==> config.mk <==
export PLATFORM = sky130hd
export DESIGN_NAME = wdg_keyed_top
export DESIGN_NICKNAME = d
export VERILOG_FILES = /design/src/rtl/wdg_pkg.sv /design/src/rtl/wdg_keyguard.sv /design/src/rtl/wdg_counter.sv /design/src/rtl/wdg_keyed_top.sv
export SDC_FILE = /design/constraint.sdc
export NUM_CORES = 1
export LEC_CHECK = 0
export ABC_CLOCK_PERIOD_IN_PS = 2700
export BUFFER_PORTS_ARGS = -buffer_cell sky130_fd_sc_hd__buf_4
export CAP_MARGIN = 40
export CORE_MARGIN = 5
export CORE_UTILIZATION = 54
export CTS_CLUSTER_SIZE = 28
export DETAILED_ROUTE_END_ITERATION = 7
export GPL_ROUTABILITY_DRIVEN = 0
export HOLD_SLACK_MARGIN = 0.05
export PLACE_DENSITY = 0.95
export SYNTH_ARGS = -nofsm -noshare
export SYNTH_HDL_FRONTEND = slang
export SYNTH_SLANG_ARGS = --single-unit
==> constraint.sdc <==
create_clock -name clk -period 2.7 [get_ports clk]
set_input_delay 0.27 -clock clk [delete_from_list [all_inputs] [get_ports clk]]
set_output_delay 0.27 -clock clk [all_outputs]
set_load 0.01 [all_outputs]
==> src/rtl/wdg_pkg.sv <==
package wdg_pkg;
  localparam int CNT_FIELD_W  = 8;
  localparam int KEY_W        = 7;
  localparam int CMD_BIT      = CNT_FIELD_W;
  localparam int KEY_LSB      = CNT_FIELD_W + 1;
  localparam int CNT_W        = CNT_FIELD_W + 1;
  localparam int STAT_NMI_BIT = 12;
  localparam int STAT_RUN_BIT = 13;

  // Count field of zero means the full 2**CNT_FIELD_W span.
  function automatic logic [CNT_W-1:0] reload_count(input logic [CNT_FIELD_W-1:0] f);
    return (f == '0) ? {1'b1, {CNT_FIELD_W{1'b0}}} : {1'b0, f};
  endfunction

  // Armed writes must carry the inverse of the held key.
  function automatic logic key_matches(input logic [KEY_W-1:0] held,
                                       input logic [KEY_W-1:0] fresh);
    return fresh == ~held;
  endfunction

  function automatic logic [31:0] status_word(input logic [CNT_W-1:0] cnt,
                                              input logic stage, input logic run);
    logic [31:0] w;
    w = '0;
    w[CNT_W-1:0]     = cnt;
    w[STAT_NMI_BIT]  = stage;
    w[STAT_RUN_BIT]  = run;
    return w;
  endfunction
endpackage

==> src/rtl/wdg_keyguard.sv <==
module wdg_keyguard
  import wdg_pkg::*;
(
  input  logic        clk,
  input  logic        rst_n,
  input  logic        ctrl_wr,
  input  logic [31:0] wdata,
  output logic [31:0] ctrl_q,
  output logic        accept
);
  logic armed;
  logic key_ok;

  assign armed  = ctrl_q[CMD_BIT];
  assign key_ok = key_matches(ctrl_q[KEY_LSB +: KEY_W], wdata[KEY_LSB +: KEY_W]);
  assign accept = ctrl_wr && (!armed || key_ok);

  always_ff @(posedge clk) begin
    if (!rst_n)      ctrl_q <= '0;
    else if (accept) ctrl_q <= wdata;
  end


  disarmed_write_taken_chk: assert property (@(posedge clk) disable iff (!rst_n)
    (ctrl_wr && !ctrl_q[CMD_BIT]) |=> (ctrl_q == $past(wdata)));
endmodule

==> src/rtl/wdg_counter.sv <==
module wdg_counter
  import wdg_pkg::*;
#(
  parameter int GRACE = 10
) (
  input  logic             clk,
  input  logic             rst_n,
  input  logic             tick,
  input  logic             load,
  input  logic [CNT_W-1:0] load_val,
  input  logic             run_cmd,
  output logic [CNT_W-1:0] cnt,
  output logic             running,
  output logic             stage,
  output logic             rst_req,
  output logic             first_exp,
  output logic             second_exp
);
  localparam logic [CNT_W-1:0] GRACE_V = CNT_W'(GRACE);

  logic step;
  logic expiry;

  assign step       = running && tick && !load;
  assign expiry     = step && (cnt <= CNT_W'(1));
  assign first_exp  = expiry && !stage;
  assign second_exp = expiry && stage;

  always_ff @(posedge clk) begin
    if (!rst_n) begin
      cnt     <= '0;
      running <= 1'b0;
      stage   <= 1'b0;
      rst_req <= 1'b0;
    end else begin
      rst_req <= 1'b0;
      if (load) begin
        cnt     <= load_val;
        running <= run_cmd;
        stage   <= 1'b0;
      end else if (first_exp) begin
        stage <= 1'b1;
        cnt   <= GRACE_V;
      end else if (second_exp) begin
        rst_req <= 1'b1;
        running <= 1'b0;
        cnt     <= '0;
      end else if (step) begin
        cnt <= cnt - CNT_W'(1);
      end
    end
  end


  idle_hold_chk: assert property (@(posedge clk) disable iff (!rst_n)
    (!running && !load) |=> $stable(cnt));

  nmi_grace_chk: assert property (@(posedge clk) disable iff (!rst_n)
    $rose(stage) |-> (cnt == GRACE_V));

  reset_pulse_chk: assert property (@(posedge clk) disable iff (!rst_n)
    rst_req |=> !rst_req);

  service_clears_chk: assert property (@(posedge clk) disable iff (!rst_n)
    load |=> !stage);

  load_nonzero_chk: assert property (@(posedge clk) disable iff (!rst_n)
    load |=> (cnt != '0));
endmodule

==> src/rtl/wdg_keyed_top.sv <==
module wdg_keyed_top
  import wdg_pkg::*;
#(
  parameter int ADDR_W   = 8,
  parameter int CTRL_OFS = 'h40,
  parameter int STAT_OFS = 'h44,
  parameter int GRACE    = 10
) (
  input  logic              clk,
  input  logic              rst_n,
  input  logic              tick,
  input  logic              wr_en,
  input  logic [ADDR_W-1:0] addr,
  input  logic [31:0]       wdata,
  output logic [31:0]       rdata,
  output logic              nmi,
  output logic              rst_req
);
  localparam logic [ADDR_W-1:0] CTRL_A = ADDR_W'(CTRL_OFS);
  localparam logic [ADDR_W-1:0] STAT_A = ADDR_W'(STAT_OFS);

  logic             ctrl_wr;
  logic             accept;
  logic [31:0]      ctrl_q;
  logic [CNT_W-1:0] cnt;
  logic             running;
  logic             stage;
  logic             first_exp;
  logic             second_exp;

  assign ctrl_wr = wr_en && (addr == CTRL_A);

  wdg_keyguard u_guard (
    .clk(clk), .rst_n(rst_n), .ctrl_wr(ctrl_wr), .wdata(wdata),
    .ctrl_q(ctrl_q), .accept(accept)
  );

  wdg_counter #(.GRACE(GRACE)) u_cnt (
    .clk(clk), .rst_n(rst_n), .tick(tick), .load(accept),
    .load_val(reload_count(wdata[CNT_FIELD_W-1:0])), .run_cmd(wdata[CMD_BIT]),
    .cnt(cnt), .running(running), .stage(stage), .rst_req(rst_req),
    .first_exp(first_exp), .second_exp(second_exp)
  );

  assign nmi = stage;

  always_comb begin
    if (addr == CTRL_A)      rdata = ctrl_q;
    else if (addr == STAT_A) rdata = status_word(cnt, stage, running);
    else                     rdata = '0;
  end


  bad_key_drop_chk: assert property (@(posedge clk) disable iff (!rst_n)
    (ctrl_wr && ctrl_q[CMD_BIT] && (wdata[KEY_LSB +: KEY_W] != ~ctrl_q[KEY_LSB +: KEY_W]))
      |=> ($stable(ctrl_q) && $stable(running)));

  second_stage_chk: assert property (@(posedge clk) disable iff (!rst_n)
    second_exp |=> (rst_req && !running && nmi));

  first_stage_chk: assert property (@(posedge clk) disable iff (!rst_n)
    first_exp |=> (nmi && !rst_req));
endmodule

* Word level (Yosys, flattened, before mapping)
Index checks and enable logic that the tools add are counted. W data, S select, Z words.
Storage, ports and cells: bits in read-only memories 0, input bits 44, bits in registers 44, output and inout bits 34, latch bits 0, word-level logic and storage cells 41, bits in writable memories 0, memories kept 0
Cells by class: equal/unequal tests 4, reduce and logical (&&, ||, !) cells 17, bitwise logic cells 2, divide/modulo/power cells 0, multiplexer cells 11, shift operators 0, multiply operators 0, add/sub/neg operators 1, order comparisons 1
Operator list (count):
- $mux W9 | 5
- $mux W32 | 1
- $eq A8 B7 Y1 const B | 2
- $mux W14 | 1
- $le A9 B1 Y1 const B | 1
- $sub A9 B1 Y9 const B | 1
- $logic_not A8 Y1 | 1
- $eq A7 B7 Y1 | 1
- $logic_and A1 B1 Y1 | 7
- $not A7 Y7 | 1
- $mux W1 | 4
- $reduce_bool A4 Y1 | 1
- $logic_not A1 Y1 | 3
- $reduce_or A3 Y1 | 1
- $ne A2 B1 Y1 const B | 1
- $reduce_and A2 Y1 | 1
- $reduce_bool A2 Y1 | 1
- $reduce_or A2 Y1 | 1
- $logic_or A1 B1 Y1 | 1
- $not A1 Y1 | 1

* Logic depth before layout (Yosys ltp)
depth after elaboration 11, depth in mapped cells 8, gate-level depth less buffers 7

* By module
Synthesis repeated with hierarchy kept, for this count alone.
Second synthesis, totals: cells, all modules 330, area total of the unflattened synthesis 2746.4 µm²
Modules (own cells, without submodules):
- wdg_keyguard | area each 1366.3 µm², times used 1, cells an instance 149, sequential area each 640.6 µm²
- wdg_counter | area each 742.0 µm², times used 1, cells an instance 93, sequential area each 240.2 µm²
- wdg_keyed_top | area each 638.1 µm², times used 1, cells an instance 88, sequential area each 0.0 µm²

* Worst setup path before layout
No wires, ideal clock.
path kind input to register, start point in addr[5], end point reg u_guard.ctrl_q[0], slack 0.766 ns, buffers on the path 1, stages on the path 6, required time 2.584 ns, arrival time 1.818 ns, setup time 0.116 ns, path through or4b_4 nor3_4 nand2_4 or2_1 buf_6 a31o_2
On the way: word-level cells in the longest chain between the ends 3
RTL lines:
- start: declaration | line wdg_keyed_top.sv:13 | input logic [ADDR_W-1:0] addr,
- $eq A8 B7 Y1 | line wdg_keyed_top.sv:31 | assign ctrl_wr = wr_en && (addr == CTRL_A);
- $logic_and A1 B1 Y1 | line wdg_keyed_top.sv:31
- $logic_and A1 B1 Y1 | line wdg_keyguard.sv:16 | assign accept = ctrl_wr && (!armed || key_ok);
- end signal: assignment | line wdg_keyguard.sv:20 | else if (accept) ctrl_q <= wdata;
- end: declaration | line wdg_keyguard.sv:8 | output logic [31:0] ctrl_q,
No other way between the ends. A chain may end at the register's enable or synchronous reset.

* Worst setup path in the final report
start point reg u_cnt.cnt[4], end point reg u_cnt.cnt[3]
On the way: word-level cells in the longest chain between the ends 6, elaborated cells on any way between the ends 8, classes of those cells 1 x order compare; 3 x mux; 4 x reduce/logical
RTL lines:
- start: declaration | line wdg_counter.sv:12 | output logic [CNT_W-1:0] cnt,
- start signal: assignment | line wdg_counter.sv:38 | cnt <= load_val;
- start signal: assignment | line wdg_counter.sv:49 | cnt <= cnt - CNT_W'(1);
- $le A9 B1 Y1 (*) | line wdg_counter.sv:25 | assign expiry = step && (cnt <= CNT_W'(1));
- $logic_and A1 B1 Y1 (*) | line wdg_counter.sv:25
- $logic_and A1 B1 Y1 | line wdg_counter.sv:27 | assign second_exp = expiry && stage;
- $mux W9 | line wdg_counter.sv:44 | end else if (second_exp) begin
- $mux W9 | line wdg_counter.sv:41 | end else if (first_exp) begin
- $mux W9 | line wdg_counter.sv:37 | if (load) begin
Every way passes the cells marked *; elsewhere a longest branch is shown, timed or not.

==> metrics <==
post-synthesis net count=323; worst path bufs/invs=1; setup bufs post-CTS=0; MaxCap Viol Count=0; cell total after placement=391; Int Pwr=0.877 mW; Worst Path Max Fanout=8; critical path class=flop to flop; post-CTS sizing=0; worst r2r src=u_cnt.cnt[4]; Post-Synthesis Cell Area=2340 µm²; Skew-Pair Late Insertion Delay=300 ps; r2r setup slk=470 ps; Hold Crit Endpoint=u_guard.ctrl_q[29]; number of flops mapped to enable cells by yosys=0; Period minus WS final=between 2000 and 2500 ps; Crit-path slowest cell=nor4b_1; commonest non-fill, non-tap cells in the layout=83 x buf_4, 54 x nand2_1, 44 x dfxtp_1; initial core utilization=54.8%; I/O Buffers=77; DRC viols=0; Max Slew Vio Count=0; RSZ-0062 raised after global routing=false; wire per inst=15.4 µm; Synth Register Bits=44; Ys Warns=0; pin count of the biggest net entering global routing=78; PD cells=around 380 nW/µm²; Num CTS Buffers=5; Worst-path clk slew=80 ps; sequential area share after synthesis=37.7%; Hold-fix buffers, CTS=0; fin cells=398; nets=392; worst endpoint data arrival time=2450 ps; Final Hold Fails=0; Total GRT Usage=approximately 22%; Gate power share=8.5%; chip width=75.8 µm; sw frac=22.4%; clock sink count=44; Area Growth Syn to Fin=28.6%; Tot Pwr=1.13 mW; commonest non-fill, non-tap cell in the layout=buf_4; Lkg Pwr=1.29 nW; Hold WC Path Type=primary input to flop; DRT Pass-1 Iters=4; initial antenna violation count=0; CP Launch Type=flop; delay-heaviest family, CP=simple AND/OR/NAND/NOR gates; worst stage delay on the critical path=~670 ps; row count=24; depth of the CTS H-tree=2; hold path start=wdata[29]; Reg power frac=57.5%; synthesized area per cell=8.44 µm²; Clock Skew=6.72 ps; vias per cell=5.68; worst slew pin tran=724 ps; hold-critical path depth=3; predominant post-synthesis flop cell=dfxtp_1; Die H=75.8 µm; Post-DRT Antenna Nets=0; Die Footprint=5750 µm²; total negative slack=0 ps; Gate Count Post-Synth=roughly 280; count of cell types in the netlist=47; diode count=0; sw power=0.252 mW; Worst VDD drop=284 µV; max_slew headroom=between 50% and 60%; Total Wirelength=6.13 mm; vias after detailed routing=between 2000 and 2500; initial drt markers=183; CORE AREA=4260 µm²; dpl hpwl=4.42 mm; Clock Tree Buf Depth=2; WP data required=2920 ps; fraction of layout cells with a size suffix above 1=30.1%; TritonCTS clock tree=built; # setup viols final=0; Setup crit end kind=flop; CTS Root Cell=clkbuf_8; Tcrit/Tclk final=82.7%; first-pass GRT wire length=9.72 mm; Reg2Reg Depth=6; RR Endpoint=u_cnt.cnt[3]; total grt overflow=0; I/O pins=78; worst-path cell chain=or3_1, nor4b_1, buf_4, o21a_1, o221ai_1, o21bai_1; Synth async-reset ratio=0%; Fmax achieved=~0.45 GHz; outcome=complete, no violations; vias in the first global route=2159; Clk pwr share=34.0%
## state kept, by name, indices dropped and copies added (netlist names)
| register | count |
|---|---|
| u_guard.ctrl_q | 32 |
| u_cnt.running | 1 |
| u_cnt.rst_req | 1 |
| u_cnt.stage | 1 |
| u_cnt.cnt | 9 |
## cell type report
| cell class | count | area [µm²] |
|---|---|---|
| clock buffer | 6 | 72.6 |
| inverter | 4 | 15.0 |
| clock inverter | 1 | 5.00 |
| tap | 52 | 65.1 |
| sequential | 44 | 881 |
| multi-input combinational | 208 | 1350 |
| fill | 349 | 1260 |
| timing repair buffer | 83 | 623 |
## worst max-delay path by stage
stage | end | slack, ps | cells after the start | start
3_5_place_dp | u_guard.ctrl_q[8] | 380 | 6 | addr[5]
5_1_grt | u_cnt.cnt[3] | 350 | 6 | u_cnt.cnt[4]
2_1_floorplan | u_guard.ctrl_q[0] | 770 | 6 | addr[5]
4_1_cts | u_cnt.cnt[3] | 480 | 6 | u_cnt.cnt[4]
6_report | u_cnt.cnt[3] | 470 | 6 | u_cnt.cnt[4]
3_3_place_gp | u_guard.ctrl_q[6] | 430 | 6 | addr[5]
## worst min-delay path, cell delays in order
cell and delay, ps:
buf_4 110, nand2_1 40, mux2i_1 50
## power groups by stage
stage | Sequential (mW) | Clock [mW] | Combinational (mW)
6_report | 0.650 | 0.384 | 0.0958
4_1_cts | 0.650 | 0.392 | 0.0964
3_3_place_gp | 0.665 | 0 | 0.0927
3_5_place_dp | 0.665 | 0 | 0.0955
5_1_grt | 0.650 | 0.427 | 0.104
2_1_floorplan | 0.665 | 0 | 0.0361
## synthesized netlist by cell type, types with 2 or more instances
cell | count | area, µm²
nand2_1 | 54 | 203
dfxtp_1 | 44 | 881
and2_1 | 24 | 150
mux2i_1 | 19 | 190
clkbuf_1 | 15 | 56.3
nor3_1 | 13 | 65.1
o21ai_0 | 12 | 60.1
a22o_1 | 11 | 96.3
a31o_2 | 8 | 70.1
o211ai_1 | 8 | 60.1
nor2_1 | 5 | 18.8
or3_1 | 5 | 31.3
inv_1 | 4 | 15.0
xor2_1 | 4 | 35.0
a31oi_1 | 3 | 18.8
nand3_1 | 3 | 15.0
o21bai_1 | 3 | 22.5
xnor2_1 | 3 | 26.3
buf_2 | 2 | 10.0
buf_4 | 2 | 15.0
ha_1 | 2 | 25.0
nand4_1 | 2 | 12.5
nor4_1 | 2 | 12.5
o221ai_1 | 2 | 17.5
o31ai_1 | 2 | 15.0
o41ai_1 | 2 | 17.5
or2_2 | 2 | 12.5
or4_1 | 2 | 15.0
## per-layer routing
metal  part of all wire [%]  GRT usage (%)
met1                     39           25.6
met2                     52           38.8
met3                    6.4           4.88
met4                    2.5           9.32
met5                      0              0
## kinds of logic after synthesis
kind of cell    Yosys count  share of synthesized area [%]
buf+inv                  25                           4.76
fa+ha+maj                 2                           1.07
simple gates            121                           26.5
mux                      19                           8.13
xor+xnor                  7                           2.62
flops                    44                           37.7
compound gates           59                           19.2
## per-stage QoR
stage	cell area [µm²]	worst slack, ps	util, %	hold WS, ps
after floorplan	2340	766	-	410
after global placement	2930	427	68.7	439
after detailed placement	2930	378	68.7	443
after CTS	3010	481	70.5	218
after global routing	3010	354	70.5	218
final	3010	467	70.5	224
Power figures use the tool's default switching activity.
